--- src/rtl/fsu_pkg.sv ---
package fsu_pkg;
  localparam int TS_W = 32;

  typedef struct packed {
    logic [TS_W-1:0] stamp;
    logic            flag;
  } fsu_entry_t;
endpackage

--- src/rtl/fsu_fifo.sv ---
module fsu_fifo #(
  parameter int DEPTH = 4
) (
  input  logic                clk,
  input  logic                rst_n,
  input  logic                push,
  input  fsu_pkg::fsu_entry_t din,
  input  logic                pop,
  output fsu_pkg::fsu_entry_t dout,
  output logic                nonempty,
  output logic                full
);
  localparam int PW = (DEPTH > 1) ? $clog2(DEPTH) : 1;
  localparam int CW = $clog2(DEPTH + 1);

  fsu_pkg::fsu_entry_t mem [DEPTH];
  logic [PW-1:0] wp, rp;
  logic [CW-1:0] count;
  logic do_push, do_pop;

  assign nonempty = (count != '0);
  assign full     = (count == CW'(DEPTH));
  assign do_push  = push && !full;
  assign do_pop   = pop && nonempty;
  assign dout     = mem[rp];

  function automatic logic [PW-1:0] bump(input logic [PW-1:0] p);
    return (p == PW'(DEPTH - 1)) ? '0 : p + 1'b1;
  endfunction

  always_ff @(posedge clk) begin
    if (do_push) mem[wp] <= din;
  end

  always_ff @(posedge clk or negedge rst_n) begin
    if (!rst_n) begin
      wp    <= '0;
      rp    <= '0;
      count <= '0;
    end else begin
      if (do_push) wp <= bump(wp);
      if (do_pop)  rp <= bump(rp);
      count <= count + CW'(do_push) - CW'(do_pop);
    end
  end
endmodule

--- src/rtl/fsu_arb.sv ---
module fsu_arb (
  input  logic                clk,
  input  logic                rst_n,
  input  logic                tx_ne,
  input  logic                rx_ne,
  input  fsu_pkg::fsu_entry_t tx_head,
  input  fsu_pkg::fsu_entry_t rx_head,
  input  logic                ready,
  output logic                valid,
  output fsu_pkg::fsu_entry_t head,
  output logic                is_tx,
  output logic                tx_pop,
  output logic                rx_pop
);
  logic held, held_tx;

  assign valid  = tx_ne || rx_ne;
  assign is_tx  = held ? held_tx : tx_ne;
  assign head   = is_tx ? tx_head : rx_head;
  assign tx_pop = valid && ready && is_tx;
  assign rx_pop = valid && ready && !is_tx;

  always_ff @(posedge clk or negedge rst_n) begin
    if (!rst_n) begin
      held    <= 1'b0;
      held_tx <= 1'b0;
    end else begin
      held    <= valid && !ready;
      held_tx <= is_tx;
    end
  end
endmodule

--- src/rtl/fsu_hold.sv ---
module fsu_hold #(
  parameter int TS_W = 32
) (
  input  logic            clk,
  input  logic            rst_n,
  input  logic            capture,
  input  logic [TS_W-1:0] time_now,
  input  logic            clr_wr,
  input  logic [1:0]      clr_data,
  output logic [TS_W-1:0] hold_stamp,
  output logic            ts_avail,
  output logic            ts_overrun
);
  logic clr_avail, clr_ovr, lost;

  assign clr_avail = clr_wr && clr_data[0];
  assign clr_ovr   = clr_wr && clr_data[1];
  assign lost      = capture && ts_avail && !clr_avail;

  always_ff @(posedge clk or negedge rst_n) begin
    if (!rst_n) begin
      hold_stamp <= '0;
      ts_avail   <= 1'b0;
      ts_overrun <= 1'b0;
    end else begin
      if (capture) hold_stamp <= time_now;
      if (capture)        ts_avail <= 1'b1;
      else if (clr_avail) ts_avail <= 1'b0;
      if (lost)         ts_overrun <= 1'b1;
      else if (clr_ovr) ts_overrun <= 1'b0;
    end
  end
endmodule

--- src/rtl/frame_stamp_unit.sv ---
module frame_stamp_unit #(
  parameter int DEPTH = 4
) (
  input  logic                     clk,
  input  logic                     rst_n,
  input  logic [fsu_pkg::TS_W-1:0] time_now,
  input  logic                     tx_sof,
  input  logic                     tx_stamp_req,
  input  logic                     rx_sof,
  output logic                     wb_valid,
  input  logic                     wb_ready,
  output logic [fsu_pkg::TS_W-1:0] wb_stamp,
  output logic                     wb_flag,
  output logic                     wb_is_tx,
  input  logic                     clr_wr,
  input  logic [1:0]               clr_data,
  output logic [fsu_pkg::TS_W-1:0] hold_stamp,
  output logic                     ts_avail,
  output logic                     ts_overrun
);
  import fsu_pkg::*;

  localparam int NPATH = 2;

  fsu_entry_t in_ent [NPATH];
  fsu_entry_t q_head [NPATH];
  logic       q_push [NPATH];
  logic       q_pop  [NPATH];
  logic       q_ne   [NPATH];
  logic       q_full [NPATH];
  fsu_entry_t sel_ent;

  assign in_ent[0] = '{stamp: time_now, flag: tx_stamp_req};
  assign in_ent[1] = '{stamp: time_now, flag: 1'b0};
  assign q_push[0] = tx_sof;
  assign q_push[1] = rx_sof;

  for (genvar g = 0; g < NPATH; g++) begin : g_path
    fsu_fifo #(.DEPTH(DEPTH)) u_q (
      .clk      (clk),
      .rst_n    (rst_n),
      .push     (q_push[g]),
      .din      (in_ent[g]),
      .pop      (q_pop[g]),
      .dout     (q_head[g]),
      .nonempty (q_ne[g]),
      .full     (q_full[g])
    );
  end

  fsu_arb u_arb (
    .clk     (clk),
    .rst_n   (rst_n),
    .tx_ne   (q_ne[0]),
    .rx_ne   (q_ne[1]),
    .tx_head (q_head[0]),
    .rx_head (q_head[1]),
    .ready   (wb_ready),
    .valid   (wb_valid),
    .head    (sel_ent),
    .is_tx   (wb_is_tx),
    .tx_pop  (q_pop[0]),
    .rx_pop  (q_pop[1])
  );

  assign wb_stamp = sel_ent.stamp;
  assign wb_flag  = sel_ent.flag;

  fsu_hold #(.TS_W(TS_W)) u_hold (
    .clk        (clk),
    .rst_n      (rst_n),
    .capture    (tx_sof && tx_stamp_req),
    .time_now   (time_now),
    .clr_wr     (clr_wr),
    .clr_data   (clr_data),
    .hold_stamp (hold_stamp),
    .ts_avail   (ts_avail),
    .ts_overrun (ts_overrun)
  );
endmodule

--- config.mk ---
export PLATFORM = sky130hd
export DESIGN_NAME = frame_stamp_unit
export DESIGN_NICKNAME = d
export VERILOG_FILES = /design/src/rtl/fsu_pkg.sv /design/src/rtl/fsu_fifo.sv /design/src/rtl/fsu_arb.sv /design/src/rtl/fsu_hold.sv /design/src/rtl/frame_stamp_unit.sv
export SDC_FILE = /design/constraint.sdc
export NUM_CORES = 1
export LEC_CHECK = 0
export BUFFER_PORTS_ARGS = -buffer_cell sky130_fd_sc_hd__buf_2
export CAP_MARGIN = 30
export CELL_PAD_IN_SITES_DETAIL_PLACEMENT = 1
export CELL_PAD_IN_SITES_GLOBAL_PLACEMENT = 2
export CORE_MARGIN = 2
export CORE_UTILIZATION = 40
export CTS_CLUSTER_DIAMETER = 40
export CTS_CLUSTER_SIZE = 40
export DETAILED_ROUTE_END_ITERATION = 16
export GPL_TIMING_DRIVEN = 0
export PLACE_DENSITY = 0.72
export SLEW_MARGIN = 10
export SYNTH_ARGS = -nofsm -noshare
export SYNTH_HDL_FRONTEND = slang
export SYNTH_SLANG_ARGS = --single-unit
export TNS_END_PERCENT = 10
--- constraint.sdc ---
create_clock -name clk -period 2.6 [get_ports clk]
set_input_delay 0.26 -clock clk [delete_from_list [all_inputs] [get_ports clk]]
set_output_delay 0.26 -clock clk [all_outputs]
set_load 0.01 [all_outputs]
==> metrics.txt <==
Area Overhead vs Synth 22.06%; clock buffer depth 3; worst rel slew slack 0.4693; post-layout util 0.4984; library cells used by synthesis 29; worst hold margin 0.02082 ns; Finish-stage setup viols 0; mux share of post-synthesis cell area 0.1947; Critical Path Sink Type output port; FF+latch count, synth 310; H-tree Lvls 2; Hold Path Depth 1; full die area ~32000 um^2; final hold violation count 0; most frequent cell after synthesis edfxtp_1; prevailing post-synth register cell edfxtp_1; Top Layer Used met5; DP Cell Count 1043; detailed-route DRC error count 0; vias per cell 5.129; Finished Cell Area 14850 um^2; Worst path max stage delay 0.53 ns; Placer Congestion between 0.6 and 0.7; Port Buffers about 110; HPWL after detailed placement 16.32 mm; status finished, final reports clean; CTS clk-pin slew, worst paths 0.06 ns; Routed Antenna Nets 0; Flop pwr share 0.381; Cells after Synth roughly 540; worst min-delay path class input pin to flip-flop; Syn Area/Cell 22.70 um^2; Area after DPL between 10000 and 15000 um^2; Buf+Inv Stages, Crit Path 3; worst r2r dst g_path[0].u_q.count[2]$_DFF_PN0_; ANT cells 0; XOR/XNOR Fraction of Synth Area 0.002880; Startpoint Class flip-flop; main combinational cell family by area after synthesis multiplexers; P_int between 10000 and 15000 uW; Total Routing Usage GR 0.1731; root buffer cell clkbuf_16; Synth Area in Compound Gates 0.002674; clk sinks 310; global-route wire length before repair 39.79 mm; crit share post-route 0.9602; Clock power frac 0.320; Crit path required time 2.34 ns; Crit-path slowest cell mux4_2; Net Switching 5100 uW; largest net degree at the start of global routing 51; r2r setup slk 0.15 ns; CP Cell Sequence buf_6 > buf_6 > mux4_2 > mux2_4 > buf_2; RSZ-0062 raised after global routing no; hold_sp time_now[25]; critical path arrival between 2 and 2.5 ns; CTS tree done; Synth warnings 0; DIE WIDTH 178.4 um; crit-path leading delay family multiplexers; hold-critical path endpoint g_path[1].u_q.mem[2][25]$_DFFE_PP_; WL/cell 23.79 um; Synth top area share 0.6418; worst slew pin tran 0.7961 ns; Syn Std Cell Area between 10000 and 15000 um^2; Worst VDD drop 520.0 uV; Post-Synth Adder-Cell Area 0.01769; DRT iter0 DRCs 433; DRT Pass-1 Iters 4; Post-Synth Simple-Gate Area 0.01265; Crit Path Class flip-flop to output port; Met1 Wirelength ~11 mm; Ports 110; largest area contributor in the synthesized netlist edfxtp_1; Non-Filler Instances about 1100; Synth area leaders edfxtp_1, mux4_2, dfrtp_1, mux2_2, mux2_4; Comb pwr share 0.299; CTS buffer count 40; nets@finish 755; FP Rows 63; Switching Fraction 0.2839; PwrDens between 1000 and 1500 nW/um^2; total wire length 26.65 mm; Clk Latency, worst-skew pair about 0.52 ns; Max Cap Viol 0; Post-synth top cells edfxtp_1, mux4_2, mux2_2, dfrtp_1, mux2_4; CP dominant cell by count buf_6; Starting Density 0.4083; routed via count 5744; Max FO, Critical Path 10; total gr overflow 0; Max Fclk 0.4006 GHz; clock skew 0.01755 ns; r2r worst-path depth 10; share of cells above drive strength 1 0.4699; leakage power 0.005408 uW; WL met3 1.228 mm; Die H 178.4 um; share of the yosys chip area belonging to registers 0.7446; Synthesized Nets 593; Reg2Reg Launch Point g_path[0].u_q.count[2]$_DFF_PN0_; Synth async-reset ratio 0.1613; Post-synth EDFFs between 200 and 300; Max Slew Vio Count 0; Core ar. around 30000 um^2; initial antenna violation count 1; met2 routed WL ~14 mm; vias in the first global route around 6500; min Tclk post-route 2.496 ns
sequential cells by signal (all words and copies together), names as in the netlist:
register,cells
g_path.u_q.mem,260
u_hold.hold_stamp,32
g_path.u_q.count,6
g_path.u_q.rp,4
g_path.u_q.wp,4
u_arb.held,1
u_arb.held_tx,1
u_hold.ts_avail,1
u_hold.ts_overrun,1
placed cells by master (no fill, tap or decap), types with 4 or more instances in the layout:
master	netlist	routed
edfxtp_1	260	260
buf_2	4	110
mux4_2	58	58
mux2_2	54	54
dfrtp_1	50	50
clkbuf_16	0	41
mux2_4	18	18
inv_1	15	15
ha_1	14	14
buf_6	8	8
and2_2	0	8
clkbuf_1	2	8
buf_12	3	7
mux4_1	7	7
bufinv_16	0	7
clkbuf_8	4	6
nand2_1	6	6
nor2_1	5	5
xnor2_1	4	4
inv_6	0	4
clkinv_4	0	4
clkinvlp_4	0	4
buf_16	0	4
through the flow:
| stage | setup TNS [ns] | setup WS (ns) | power (uW) |
|---|---|---|---|
| 2_1_floorplan | 0 | 0.3991 | 10410 |
| 3_3_place_gp | -110.17 | -0.5178 | 12020 |
| 3_5_place_dp | 0 | 0.08736 | 12430 |
| 4_1_cts | 0 | 0.01625 | 18240 |
| 5_1_grt | 0 | 0.01436 | 18780 |
| 6_report | 0 | 0.1035 | 17960 |
cells by family (layout without fill, tap and decap cells):
kind of cell	count (synthesis)	in the layout
adder cells (fa/ha/maj)	16	16
XOR/XNOR	4	4
flip-flops	310	310
multiplexers	137	137
AND/OR/NAND/NOR	27	27
AO/OA/AOI/OAI	5	5
buffers and inverters	37	231
repair_timing:
action | in CTS | in global routing
buffers inserted | 0 | 1
setup endpoints to repair | 30 | 10
hold buffers | 3 | 0
hold endpoints to repair | 55 | 0
gates resized for setup | 3 | 3
pin swaps | 0 | 1
how the worst max path moves through the flow:
stage                                     startpoint                            endpoint  slack, ns  depth (start not counted)
floorplan           g_path[0].u_q.count[2]$_DFF_PN0_    g_path[0].u_q.count[2]$_DFF_PN0_       0.40                         10
global placement    g_path[0].u_q.count[1]$_DFF_PN0_  g_path[0].u_q.mem[3][17]$_DFFE_PP_      -0.52                          3
detailed placement  g_path[0].u_q.count[1]$_DFF_PN0_    g_path[1].u_q.count[2]$_DFF_PN0_       0.09                          9
CTS                  g_path[0].u_q.rp[1]$_DFFE_PN0P_                        wb_stamp[30]       0.02                          5
global route         g_path[0].u_q.rp[0]$_DFFE_PN0P_                        wb_stamp[30]       0.01                          5
finish               g_path[0].u_q.rp[0]$_DFFE_PN0P_                        wb_stamp[23]       0.10                          5
power by group through the flow:
stage	Sequential [uW]	Clock (uW)	Combinational [uW]
2_1_floorplan	6870	0	3540
3_3_place_gp	6890	0	5130
3_5_place_dp	6940	0	5490
4_1_cts	6850	5860	5530
5_1_grt	6920	6060	5800
6_report	6840	5750	5380
worst register-to-register path: stages (launching register included):
cell	delay, ns
dfrtp_1	0.43
or3_1	0.43
nand3b_1	0.15
inv_1	0.06
ha_1	0.29
inv_1	0.06
ha_1	0.14
inv_1	0.05
fa_1	0.38
xnor2_1	0.19
xnor2_1	0.17
final cells by class:
| cell class | instances | area, um^2 |
|---|---|---|
| multi-input cells | 189 | 2820 |
| inverters | 15 | 56.30 |
| repair buffers | 121 | 775.7 |
| fillers | 2709 | 14950 |
| clock inverters | 24 | 331.6 |
| plain buffers | 21 | 239.0 |
| clock buffers | 50 | 1080 |
| flip-flops and latches | 310 | 9059 |
| well taps | 390 | 488.0 |
layer usage:
layer  track usage  up-vias
met5             0        -
met4       0.04336        2
met3       0.02962       40
met2        0.3153      140
met1        0.2137     3058
li1              -     2504
(Power assumes the default switching activity.)
